File: config.mk
export PLATFORM = sky130hd
export DESIGN_NAME = fpsr_trap_unit
export DESIGN_NICKNAME = d
export VERILOG_FILES = /design/src/rtl/fpsr_pkg.sv /design/src/rtl/fpsr_event_qual.sv /design/src/rtl/fpsr_field_reg.sv /design/src/rtl/fpsr_trap_gen.sv /design/src/rtl/fpsr_trap_unit.sv
export SDC_FILE = /design/constraint.sdc
export NUM_CORES = 1
export LEC_CHECK = 0
export BUFFER_PORTS_ARGS = -buffer_cell sky130_fd_sc_hd__buf_2
export CORE_MARGIN = 4
export CORE_UTILIZATION = 30
export DETAILED_ROUTE_END_ITERATION = 7
export PLACE_DENSITY = 0.66
export SYNTH_ARGS = -nofsm -noshare
export SYNTH_HDL_FRONTEND = slang
export SYNTH_SLANG_ARGS = --single-unit
File: constraint.sdc
create_clock -name clk -period 1 [get_ports clk]
set_input_delay 0.1 -clock clk [delete_from_list [all_inputs] [get_ports clk]]
set_output_delay 0.1 -clock clk [all_outputs]
set_load 0.05 [all_outputs]
File: src/rtl/fpsr_pkg.sv
package fpsr_pkg;
  localparam int NFLAG    = 5;
  localparam int NCTRL    = 5;
  localparam int WORD_W   = 32;
  localparam int FLAG_LSB = 0;
  localparam int CTRL_LSB = 8;
  localparam int TEN_LSB  = 16;
  localparam int ID_LSB   = 24;
  localparam int ID_W     = 8;

  localparam int F_IVO = 0;
  localparam int F_DVZ = 1;
  localparam int F_OFL = 2;
  localparam int F_UFL = 3;
  localparam int F_INX = 4;

  typedef struct packed {
    logic invalid;
    logic divzero;
    logic overflow;
    logic tiny;
    logic accloss;
    logic inexact;
  } fp_events_t;

  // underflow rule: trap enabled -> tininess alone; else tininess with loss
  function automatic logic ufl_qualify(input logic tiny, input logic loss,
                                       input logic ufl_en);
    return tiny & (ufl_en | loss);
  endfunction

  // inexact contribution before precedence masking
  function automatic logic inx_raw(input logic inexact, input logic ofl,
                                   input logic ofl_en, input logic ufl,
                                   input logic ufl_en);
    return inexact | (ofl & ~ofl_en) | (ufl & ~ufl_en);
  endfunction

  function automatic logic [WORD_W-1:0] pack_word(
      input logic [ID_W-1:0]  id,
      input logic [NFLAG-1:0] ten,
      input logic [NCTRL-1:0] ctl,
      input logic [NFLAG-1:0] flg);
    logic [WORD_W-1:0] w;
    w = '0;
    w[ID_LSB   +: ID_W]  = id;
    w[TEN_LSB  +: NFLAG] = ten;
    w[CTRL_LSB +: NCTRL] = ctl;
    w[FLAG_LSB +: NFLAG] = flg;
    return w;
  endfunction
endpackage

File: src/rtl/fpsr_event_qual.sv
module fpsr_event_qual
  import fpsr_pkg::*;
(
  input  fp_events_t       ev,
  input  logic [NFLAG-1:0] ten,
  output logic [NFLAG-1:0] raise,
  output logic             ufl_hit,
  output logic             big_trap
);
  logic inx_pre;

  always_comb begin
    ufl_hit  = ufl_qualify(ev.tiny, ev.accloss, ten[F_UFL]);
    big_trap = (ev.overflow & ten[F_OFL]) | (ufl_hit & ten[F_UFL]);
    inx_pre  = inx_raw(ev.inexact, ev.overflow, ten[F_OFL], ufl_hit, ten[F_UFL]);
    raise         = '0;
    raise[F_IVO]  = ev.invalid;
    raise[F_DVZ]  = ev.divzero;
    raise[F_OFL]  = ev.overflow;
    raise[F_UFL]  = ufl_hit;
    raise[F_INX]  = inx_pre & ~big_trap;
  end
endmodule

File: src/rtl/fpsr_field_reg.sv
module fpsr_field_reg #(
  parameter int         W       = 5,
  parameter logic [W-1:0] RST_VAL = '0
) (
  input  logic         clk,
  input  logic         rst_n,
  input  logic         wr_en,
  input  logic [W-1:0] wr_val,
  input  logic [W-1:0] set_bits,
  output logic [W-1:0] q
);
  always_ff @(posedge clk) begin
    if (!rst_n) q <= RST_VAL;
    else        q <= (wr_en ? wr_val : q) | set_bits;
  end
endmodule

File: src/rtl/fpsr_trap_gen.sv
module fpsr_trap_gen #(
  parameter int N = 5
) (
  input  logic         clk,
  input  logic         rst_n,
  input  logic [N-1:0] raise,
  input  logic [N-1:0] ten,
  output logic         trap_req,
  output logic [N-1:0] trap_cause
);
  logic [N-1:0] cause_d;

  for (genvar i = 0; i < N; i++) begin : g_cause
    assign cause_d[i] = raise[i] & ten[i];
  end

  always_ff @(posedge clk) begin
    if (!rst_n) begin
      trap_cause <= '0;
      trap_req   <= 1'b0;
    end else begin
      trap_cause <= cause_d;
      trap_req   <= |cause_d;
    end
  end
endmodule

File: src/rtl/fpsr_trap_unit.sv
module fpsr_trap_unit
  import fpsr_pkg::*;
#(
  parameter logic [7:0] SYS_ID = 8'h81
) (
  input  logic        clk,
  input  logic        rst_n,
  input  logic        host_wr_en,
  input  logic [31:0] host_wr_data,
  output logic [31:0] host_rd_data,
  input  logic        ev_invalid,
  input  logic        ev_divzero,
  input  logic        ev_overflow,
  input  logic        ev_tiny,
  input  logic        ev_accloss,
  input  logic        ev_inexact,
  output logic        trap_req,
  output logic [4:0]  trap_cause,
  output logic        ctl_flush_zero,
  output logic        ctl_nan_exc,
  output logic        ctl_sync,
  output logic        ctl_exp_packed,
  output logic        ctl_alt_carry
);
  fp_events_t       ev;
  logic [NFLAG-1:0] ten_q;
  logic [NCTRL-1:0] ctl_q;
  logic [NFLAG-1:0] flg_q;
  logic [NFLAG-1:0] raise;
  logic             ufl_hit;
  logic             big_trap;
  logic             unused_wr_bits;

  assign ev = '{invalid:  ev_invalid,  divzero: ev_divzero,
                overflow: ev_overflow, tiny:    ev_tiny,
                accloss:  ev_accloss,  inexact: ev_inexact};

  assign unused_wr_bits = ^{host_wr_data[31:21], host_wr_data[15:13],
                            host_wr_data[7:5]};

  fpsr_event_qual u_qual (
    .ev       (ev),
    .ten      (ten_q),
    .raise    (raise),
    .ufl_hit  (ufl_hit),
    .big_trap (big_trap)
  );

  fpsr_field_reg #(.W(NFLAG)) u_ten (
    .clk      (clk),
    .rst_n    (rst_n),
    .wr_en    (host_wr_en),
    .wr_val   (host_wr_data[TEN_LSB +: NFLAG]),
    .set_bits ({NFLAG{1'b0}}),
    .q        (ten_q)
  );

  fpsr_field_reg #(.W(NCTRL)) u_ctl (
    .clk      (clk),
    .rst_n    (rst_n),
    .wr_en    (host_wr_en),
    .wr_val   (host_wr_data[CTRL_LSB +: NCTRL]),
    .set_bits ({NCTRL{1'b0}}),
    .q        (ctl_q)
  );

  fpsr_field_reg #(.W(NFLAG)) u_flg (
    .clk      (clk),
    .rst_n    (rst_n),
    .wr_en    (host_wr_en),
    .wr_val   (host_wr_data[FLAG_LSB +: NFLAG]),
    .set_bits (raise),
    .q        (flg_q)
  );

  fpsr_trap_gen #(.N(NFLAG)) u_trap (
    .clk        (clk),
    .rst_n      (rst_n),
    .raise      (raise),
    .ten        (ten_q),
    .trap_req   (trap_req),
    .trap_cause (trap_cause)
  );

  assign host_rd_data   = pack_word(SYS_ID, ten_q, ctl_q, flg_q);
  assign ctl_flush_zero = ctl_q[0];
  assign ctl_nan_exc    = ctl_q[1];
  assign ctl_sync       = ctl_q[2];
  assign ctl_exp_packed = ctl_q[3];
  assign ctl_alt_carry  = ctl_q[4];
endmodule

==> impl_metrics.yaml, run 1 <==
cells_and_area:
  postLayoutCoreUtil_pct: 41.3
  syn_to_final_growth_pct: 32.8
  final_nets: 184
  diodes: 0
  drive_above_1_share_pct: 49.3
synthesis:
  synthesis.area_um2: 950
  synthAdderAreaFrac_pct: 0
  yosysSeqAreaShare_pct: 44.3
  async_reset_ff_share_pct: 0
  synth_top_area_share_pct: 44.3
  synthDistinctLibCells: 17
  synthTopCellsByCount: "buf_4 (22), dfxtp_1 (21), nor2_1 (14), mux2i_1 (12), and3_1 (4)"
  synth_xor_area_share_pct: 0
  synth_edf_count: 0
  synth_top_family_by_area: "buffers and inverters"
  synth_area_leaders: "dfxtp_1 (44%), buf_4 (17%), mux2i_1 (13%)"
  synthMuxAreaShare_pct: 12.6
  synth_top_flop_cell: "dfxtp_1"
  synthesis.area_per_instance_um2: 10.0
  synth_compound_area_share_pct: 8.70
  synth-simple-area-share_pct: 11.3
  yosysMostFrequentCell: "buf_4"
  synthCells: 95
  ys_warn_count: 0
  synth_area_leader_cell: "dfxtp_1"
  synth-seq-cells: 21
global_route:
  antenna_found_initial: 0
  grt_max_degree: 13
  grt_usage_pct: 10.4
  busiest_layer: "met2"
  grt_pass1_vias: 762
  met3_usage_pct: 3.69
  grt_overflow: 0
  grt_pass1_wl_um: 3390
  grt_use_met1_pct: 11.0
  met2_usage_pct: 18.8
power:
  power_density_mw_per_mm2: 1550
  p_leak_nw: 0.659
  internal_power_mw: 1.22
  power.switching_mw: 0.743
  clockPowerShare_pct: 20.5
  ir_drop_mv: 0.547
  switching_share_pct: 37.9
  power_mw: 1.96
  power_frac_comb_pct: 32.4
  p_seq_share_pct: 47.1
critical_path:
  worstPathRequired_ns: 0.90
  critPathSlowestCell: "dfxtp_2"
  path_cells: "buf_4"
  startpoint_type: "flip-flop"
  critical_path_class: "reg2out"
  cp_data_arrival_time_ns: 0.86
  timing.rr.start: "u_ten.q[3]$_SDFFE_PN0P_"
  crit_fanout: 3
  path_buf_inv: 1
  startpoint: "u_ctl.q[0]$_SDFFE_PN0P_"
  critPathMaxStageDelay_ns: 0.36
  critPathTopFamily: "flip-flops"
  end_kind: "primary output"
die:
  io_pins: 84
  start_util_pct: 31.1
  die_h_um: 64.3
  die_w_um: 64.3
  rows: 20
  coreArea_mm2: 0.00305
  die_area_mm2: 0.00413
drt:
  dr.pass1.iters: 4
  vias: 751
  ant_nets: 0
  routed_wl_um: 2110
  avgRoutedWirePerCell_um: 11.3
  drt_iter0_drc: 32
  avgViaCountPerCell: 4.04
  drc_errors: 0
clocking:
  cts_hold_buffers: 0
  root_buffer: "clkbuf_4"
  cts.sinks: 21
  cts_tree: "built"
  clockBufferDepth: 2
  clk_pin_slew_ns: 0.12
  clkLatencyLatePin_ns: 0.30
  cts_buffers: 3
  post_cts_buffers: 0
  htree_levels: 1
placement:
  finalWeightedCongestion: 0.680
  port_buffers: 49
  place_hpwl_um: 1710
hold_path:
  hp-start: "host_wr_data[16]"
  worst_hold_path_type: "in2reg"
timing:
  fin_setup_tns_ns: 0
  fmax_mhz: 1040
  final_max_slew_viol_count: 0
  finalSetupViolCount: 0
  finalHoldViolCount: 0
  fin_skew_ns: 0.00168
  rsz0062_at_grt: "no"
  layout_min_cycle_time_ns: 0.959
  finalCritPeriodShare_pct: 95.9
run:
  drv_cap: 0
outcome:
  outcome: "complete, no violations"
## worst register-to-register path, cell delays in order, from the launching register on
cell and delay (ns):
dfxtp_2 0.36, a22oi_1 0.21, nand2_1 0.12, a21oi_1 0.13
## placed cells by master, fill, tap and decap left out, drive strengths merged
cell	instances
buf	48
dfxtp	21
conb	17
nor2	14
mux2i	12
clkbuf	8
and3	4
nor2b	3
a211oi	3
nand2	3
a21oi	2
a22oi	2
inv	1
o21ai	1
a211o	1
a31oi	1
clkinv	1
## cell families after synthesis
group                  count (synthesis)
DFF                                   21
and+or+nand+nor                       24
AOI/OAI and AO/OA                     10
muxes                                 12
buffers and inverters                 26
other                                  2
## per-stage QoR
stage / hold WS, ns / cells / setup WS (ns) / area [um^2]
after detailed placement: 0.344 / 182 / 0.142 / 1150
final: 0.0291 / 186 / 0.0415 / 1260
after CTS: 0.0227 / 186 / -0.0290 / 1230
after floorplan: 0.213 / 110 / 0.000243 / 1020
after global routing: 0.0338 / 186 / 0.00327 / 1260
after global placement: 0.332 / 182 / 0.162 / 1150
## state kept, by name, indices dropped and copies added, names as in the netlist
register           cells
u_ten.q                5
u_flg.q                5
u_ctl.q                5
u_trap.trap_cause      5
u_trap.trap_req        1
## area by class of cell
class                           instances  area [um^2]
Inverter                                1         3.75
Timing Repair Buffer                   53          368
Tap cell                               44         55.1
Sequential cell                        21          433
Clock inverter                          1         5.00
Multi-Input combinational cell         63          374
Clock buffer                            3         22.5
Fill cell                             323         1790
## metal layers
layer,share of wire [%],routed length (um)
met1,39,827
met2,47,994
met3,13,271
met4,0.57,12
met5,0,0
## power groups by stage
stage                     Clock (mW)  Combinational (mW)  Sequential [mW]
after floorplan                    0               0.361             1.10
after global placement             0               0.592            0.933
after detailed placement           0               0.598            0.935
after CTS                      0.425               0.629            0.920
after global routing           0.447               0.668            0.930
final                          0.402               0.636            0.922
## final timing paths
kind	to	slack (ns)	cells past startpoint
max reg2reg	u_flg.q[4]$_SDFF_PN0_	0.13	3
min	u_ten.q[0]$_SDFFE_PN0P_	0.03	3
max	ctl_flush_zero	0.04	1
min reg2reg	u_trap.trap_cause[4]$_SDFF_PN0_	0.47	2
## timing repair
| item | CTS | global route |
|---|---|---|
| hold endpoints to repair | 0 | 0 |
| endpoints found under the setup margin | 21 | 11 |
| resized for setup | 21 | 13 |
Note: power is estimated with default switching activity, not from simulation.
==> run 2, diff against run 1 <==
--- a/config.mk
+++ b/config.mk
@@ -6,10 +6,12 @@
 export NUM_CORES = 1
 export LEC_CHECK = 0
 export BUFFER_PORTS_ARGS = -buffer_cell sky130_fd_sc_hd__buf_2
+export CELL_PAD_IN_SITES_DETAIL_PLACEMENT = 1
+export CELL_PAD_IN_SITES_GLOBAL_PLACEMENT = 1
 export CORE_MARGIN = 4
-export CORE_UTILIZATION = 30
+export CORE_UTILIZATION = 25
 export DETAILED_ROUTE_END_ITERATION = 7
-export PLACE_DENSITY = 0.66
+export PLACE_DENSITY_LB_ADDON = 0.1
 export SYNTH_ARGS = -nofsm -noshare
 export SYNTH_HDL_FRONTEND = slang
 export SYNTH_SLANG_ARGS = --single-unit
==> run 2 against run 1 <==
Against the previous run:
- setup slack improved by 0.0020 ns
- sequential power decreased by 0.5%
- clock-buffer cell count rose by 1
- global-route usage decreased by 1.3 points
- combinational power decreased by 4.2%
- total power grew 5.9%
- largest cell class unchanged
- core utilization fell by 7.8 points
- die area is 17% higher
- cell count up 2.2%
- highest routed layer is now met3
==> impl_metrics.yaml, run 2 (synthesis gave the netlist of run 1 again) <==
outcome:
  outcome: "complete, no violations"
timing:
  fmax_mhz: 1050
  setup_slack_ns: 0.0435
  rsz0062_at_grt: "no"
  finalCritPeriodShare_pct: 95.6
  layout_min_cycle_time_ns: 0.956
  finalSetupViolCount: 0
  fin_skew_ns: 0.00291
  finalHoldViolCount: 0
  timing.hold.ws_ns: 0.0785
  fin_setup_tns_ns: 0
  final_max_slew_viol_count: 0
run:
  drv_cap: 0
cells_and_area:
  final_common_cell: "buf_2"
  syn_to_final_growth_pct: 29.1
  final_nets: 184
  drive_above_1_share_pct: 47.2
  final_cell_mix: "buf_2 (42), conb_1 (17), nor2_1 (14), dfxtp_1 (13), mux2i_1 (12)"
  postLayoutCoreUtil_pct: 33.5
  diodes: 0
drt:
  routed_wl_um: 2290
  ant_nets: 0
  dr.pass1.iters: 2
  drc_errors: 0
  avgRoutedWirePerCell_um: 12.0
  avgViaCountPerCell: 3.95
  drt_iter0_drc: 4
  vias: 750
critical_path:
  path_cells: "buf_2"
  r2r-end: "u_flg.q[4]$_SDFF_PN0_"
  r2r_slack_ns: 0.13
  critical_path_class: "reg2out"
  path_buf_inv: 1
  cp_data_arrival_time_ns: 0.86
  worstPathRequired_ns: 0.90
  end_kind: "primary output"
  critPathTopFamily: "flip-flops"
  crit_fanout: 3
  rr_worst_depth: 3
  critPathMaxStageDelay_ns: 0.34
  critPathSlowestCell: "dfxtp_2"
  timing.rr.start: "u_ten.q[2]$_SDFFE_PN0P_"
  startpoint_type: "flip-flop"
  crit_cells: 1
hold_path:
  whs_endpoint: "u_ctl.q[3]$_SDFFE_PN0P_"
  hp-start: "host_wr_data[11]"
  min_path_cells: 3
  worst_hold_path_type: "in2reg"
clocking:
  post_cts_buffers: 0
  htree_levels: 1
  cts.sinks: 21
  cts_hold_buffers: 0
  clkLatencyLatePin_ns: 0.25
  cts_tree: "built"
  cts_buffers: 3
  root_buffer: "clkbuf_8"
  clockBufferDepth: 2
  clk_pin_slew_ns: 0.08
die:
  rows: 22
  die_area_mm2: 0.00485
  die_h_um: 69.6
  start_util_pct: 25.9
  coreArea_mm2: 0.00366
  io_pins: 84
  die_w_um: 69.6
placement:
  finalWeightedCongestion: 0.649
  place_ws_ns: 0.148
  port_buffers: 49
  place_hpwl_um: 1880
power:
  ir_drop_mv: 0.375
  power_mw: 2.07
  power_density_mw_per_mm2: 1690
  p_leak_nw: 0.658
global_route:
  antenna_found_initial: 0
  grt_pass1_vias: 783
  grt_pass1_wl_um: 3620
  grt_usage_pct: 9.18
  grt_overflow: 0
  grt_max_degree: 19
[run 2: cell count changes in the layout (fill, tap and decap cells not counted), sizes merged]
cell / previous run / this run
clkinv: 1 / 0
clkbuf: 8 / 9
[run 2: worst register-to-register path, delay by kind of cell, from the launching register on]
kind	cells	cell delay (ns)
simple gates	1	0.11
compound gates	2	0.36
flops	1	0.34
[run 2: how the worst max path moves through the flow]
| stage | from | to |
|---|---|---|
| 5_1_grt | u_flg.q[4]$_SDFF_PN0_ | host_rd_data[4] |
| 3_3_place_gp | u_ten.q[2]$_SDFFE_PN0P_ | u_flg.q[4]$_SDFF_PN0_ |
| 3_5_place_dp | u_ten.q[2]$_SDFFE_PN0P_ | u_flg.q[4]$_SDFF_PN0_ |
| 2_1_floorplan | u_flg.q[2]$_SDFF_PN0_ | u_flg.q[2]$_SDFF_PN0_ |
| 4_1_cts | u_ten.q[3]$_SDFFE_PN0P_ | host_rd_data[19] |
| 6_report | u_ctl.q[3]$_SDFFE_PN0P_ | host_rd_data[11] |
[run 2: what timing repair did]
item | 4_1_cts | 5_1_grt
resized for setup | 2 | 7
setup endpoints to repair | 2 | 7
pin swaps | 0 | 0
gates cloned | 0 | 0
[run 2: metrics by stage]
step                      cells  area (um^2)
final                       190         1230
after detailed placement    186         1160
after CTS                   190         1210
after global placement      186         1160
after floorplan             110         1020
after global routing        190         1230
[run 2: per-layer routing]
layer / part of all wire [%] / routed length [um] / GRT usage, %
met5: 0 / 0 / 0
met1: 44 / 1010 / 11.9
met4: 0 / 0 / 2.55
met2: 46 / 1060 / 14.3
met3: 9.8 / 225 / 3.33
[run 2: cell type report]
class / count / area, um^2
well taps: 48 / 60.1
multi-input cells: 63 / 374
fillers: 438 / 2430
clock buffers: 4 / 45.0
flip-flops and latches: 21 / 430
repair buffers: 53 / 313
inverters: 1 / 3.75
[run 2: where the power goes]
| part | switching (mW) | internal (mW) |
|---|---|---|
| Clock | 0.265 | 0.283 |
| Combinational | 0.460 | 0.149 |
| Sequential | 0.0288 | 0.889 |
==> run 3, diff against run 2 <==
==> constraint.sdc (replaced) <==
create_clock -name clk -period 1.03 [get_ports clk]
set_input_delay 0.103 -clock clk [delete_from_list [all_inputs] [get_ports clk]]
set_output_delay 0.103 -clock clk [all_outputs]
set_load 0.05 [all_outputs]
==> run 3 against run 2 <==
Against the previous run:
- flip-flop and latch count did not move
- die area is the same
- design area is 0.20% lower
- highest routed layer is now met4
==> impl_metrics.yaml, run 3 (synthesis gave the netlist of run 1 again) <==
placement:
  place_area_mm2: 0.00116
  finalWeightedCongestion: 0.679
  place_hpwl_um: 1840
  port_buffers: 49
  place_ws_ns: 0.193
clocking:
  cts_tree: "built"
  clk_pin_slew_ns: 0.08
  htree_levels: 1
  clkLatencyLatePin_ns: 0.25
  root_buffer: "clkbuf_8"
  cts.sinks: 21
  cts_buffers: 3
  post_cts_buffers: 0
  clockBufferDepth: 2
timing:
  layout_min_cycle_time_ns: 0.980
  fin_skew_ns: 0.00229
  finalHoldViolCount: 0
  fmax_mhz: 1020
  setup_slack_ns: 0.0503
  fin_setup_tns_ns: 0
  finalCritPeriodShare_pct: 95.1
  final_max_slew_viol_count: 0
  timing.hold.ws_ns: 0.0794
  rsz0062_at_grt: "yes"
  finalSetupViolCount: 0
cells_and_area:
  drive_above_1_share_pct: 44.4
  final_cell_area_mm2: 0.00122
  n_fill_cell: 449
  syn_to_final_growth_pct: 28.9
  final_nets: 186
  diodes: 0
  final_cell_mix: "buf_2 (45), dfxtp_1 (18), conb_1 (17), nor2_1 (14), mux2i_1 (12)"
  final_common_cell: "buf_2"
  multi_input_area_um2: 374
  seq_area_um2: 424
die:
  start_util_pct: 25.9
  die_w_um: 69.6
  die_h_um: 69.6
  coreArea_mm2: 0.00366
  io_pins: 84
  die_area_mm2: 0.00485
  rows: 22
drt:
  drt_iter0_drc: 4
  drc_errors: 0
  avgViaCountPerCell: 3.94
  vias: 757
  ant_nets: 0
  dr.pass1.iters: 2
  avgRoutedWirePerCell_um: 11.6
  routed_wl_um: 2220
power:
  p_leak_nw: 0.665
  switching_share_pct: 36.5
  p_seq_share_pct: 44.1
  power_density_mw_per_mm2: 1650
  power.switching_mw: 0.735
  internal_power_mw: 1.28
  power_mw: 2.01
  power_frac_comb_pct: 29.2
  ir_drop_mv: 0.472
  clockPowerShare_pct: 26.7
critical_path:
  startpoint_type: "flip-flop"
  worstPathRequired_ns: 0.93
  path_buf_inv: 1
  critical_path_class: "reg2out"
  timing.rr.start: "u_ten.q[2]$_SDFFE_PN0P_"
  cp_data_arrival_time_ns: 0.88
  r2r-end: "u_flg.q[4]$_SDFF_PN0_"
  crit_fanout: 4
  end_kind: "primary output"
  critPathTopFamily: "flip-flops"
  path_cells: "clkbuf_4"
  rr_worst_depth: 3
  critPathSlowestCell: "dfxtp_1"
  r2r_slack_ns: 0.20
  critPathMaxStageDelay_ns: 0.37
global_route:
  grt_usage_pct: 9.29
  antenna_found_initial: 0
  grt_pass1_wl_um: 3640
  grt_overflow: 0
  grt_max_degree: 12
  grt_pass1_vias: 767
hold_path:
  hp-start: "host_wr_data[10]"
  whs_endpoint: "u_ctl.q[2]$_SDFFE_PN0P_"
  worst_hold_path_type: "in2reg"
  min_path_cells: 3
run:
  drv_cap: 0
outcome:
  outcome: "complete, no violations"
[run 3: layout make-up]
cell class	count	share of cell area (%)
clock buffer	4	3.68
inverter	1	0.307
multi-input combinational	63	30.6
sequential	21	34.7
tap	48	4.91
timing repair buffer	55	25.9
[run 3: metrics by stage]
step	cells	utilization, %
after detailed placement	188	31.8
final	192	33.4
after CTS	192	33.1
after global routing	192	33.4
after global placement	188	31.8
after floorplan	110	-
[run 3: power by group through the flow]
stage | Sequential (mW) | Clock [mW] | Combinational [mW]
6_report | 0.888 | 0.538 | 0.588
5_1_grt | 0.898 | 0.610 | 0.624
4_1_cts | 0.889 | 0.565 | 0.589
3_5_place_dp | 0.907 | 0 | 0.587
3_3_place_gp | 0.905 | 0 | 0.585
2_1_floorplan | 1.07 | 0 | 0.350
[run 3: worst max path at each step]
| stage | start | to | slack [ns] | depth (start not counted) |
|---|---|---|---|---|
| 2_1_floorplan | u_ctl.q[2]$_SDFFE_PN0P_ | host_rd_data[10] | 0.01 | 1 |
| 3_3_place_gp | u_ten.q[2]$_SDFFE_PN0P_ | u_flg.q[4]$_SDFF_PN0_ | 0.18 | 3 |
| 3_5_place_dp | u_ten.q[2]$_SDFFE_PN0P_ | u_flg.q[4]$_SDFF_PN0_ | 0.19 | 3 |
| 4_1_cts | u_ten.q[0]$_SDFFE_PN0P_ | host_rd_data[16] | 0.002 | 1 |
| 5_1_grt | u_ctl.q[4]$_SDFFE_PN0P_ | host_rd_data[12] | -0.006 | 1 |
| 6_report | u_ten.q[0]$_SDFFE_PN0P_ | host_rd_data[16] | 0.05 | 1 |
[run 3: timing repair]
| action | in CTS | in global routing |
|---|---|---|
| cloned | 0 | 0 |
| setup endpoints to repair | 1 | 5 |
| hold buffers | 0 | 0 |
| gates resized for setup | 1 | 4 |
| endpoints found under the hold margin | 0 | 0 |
[run 3: routing by layer]
metal | GRT usage [%] | vias to the layer above | wire length [um]
met2 | 15.7 | 32 | 1070
met4 | 3.83 | 0 | 19
met3 | 3.62 | 2 | 236
li1 | - | 373 | -
met1 | 10.4 | 350 | 896
met5 | 0 | - | 0
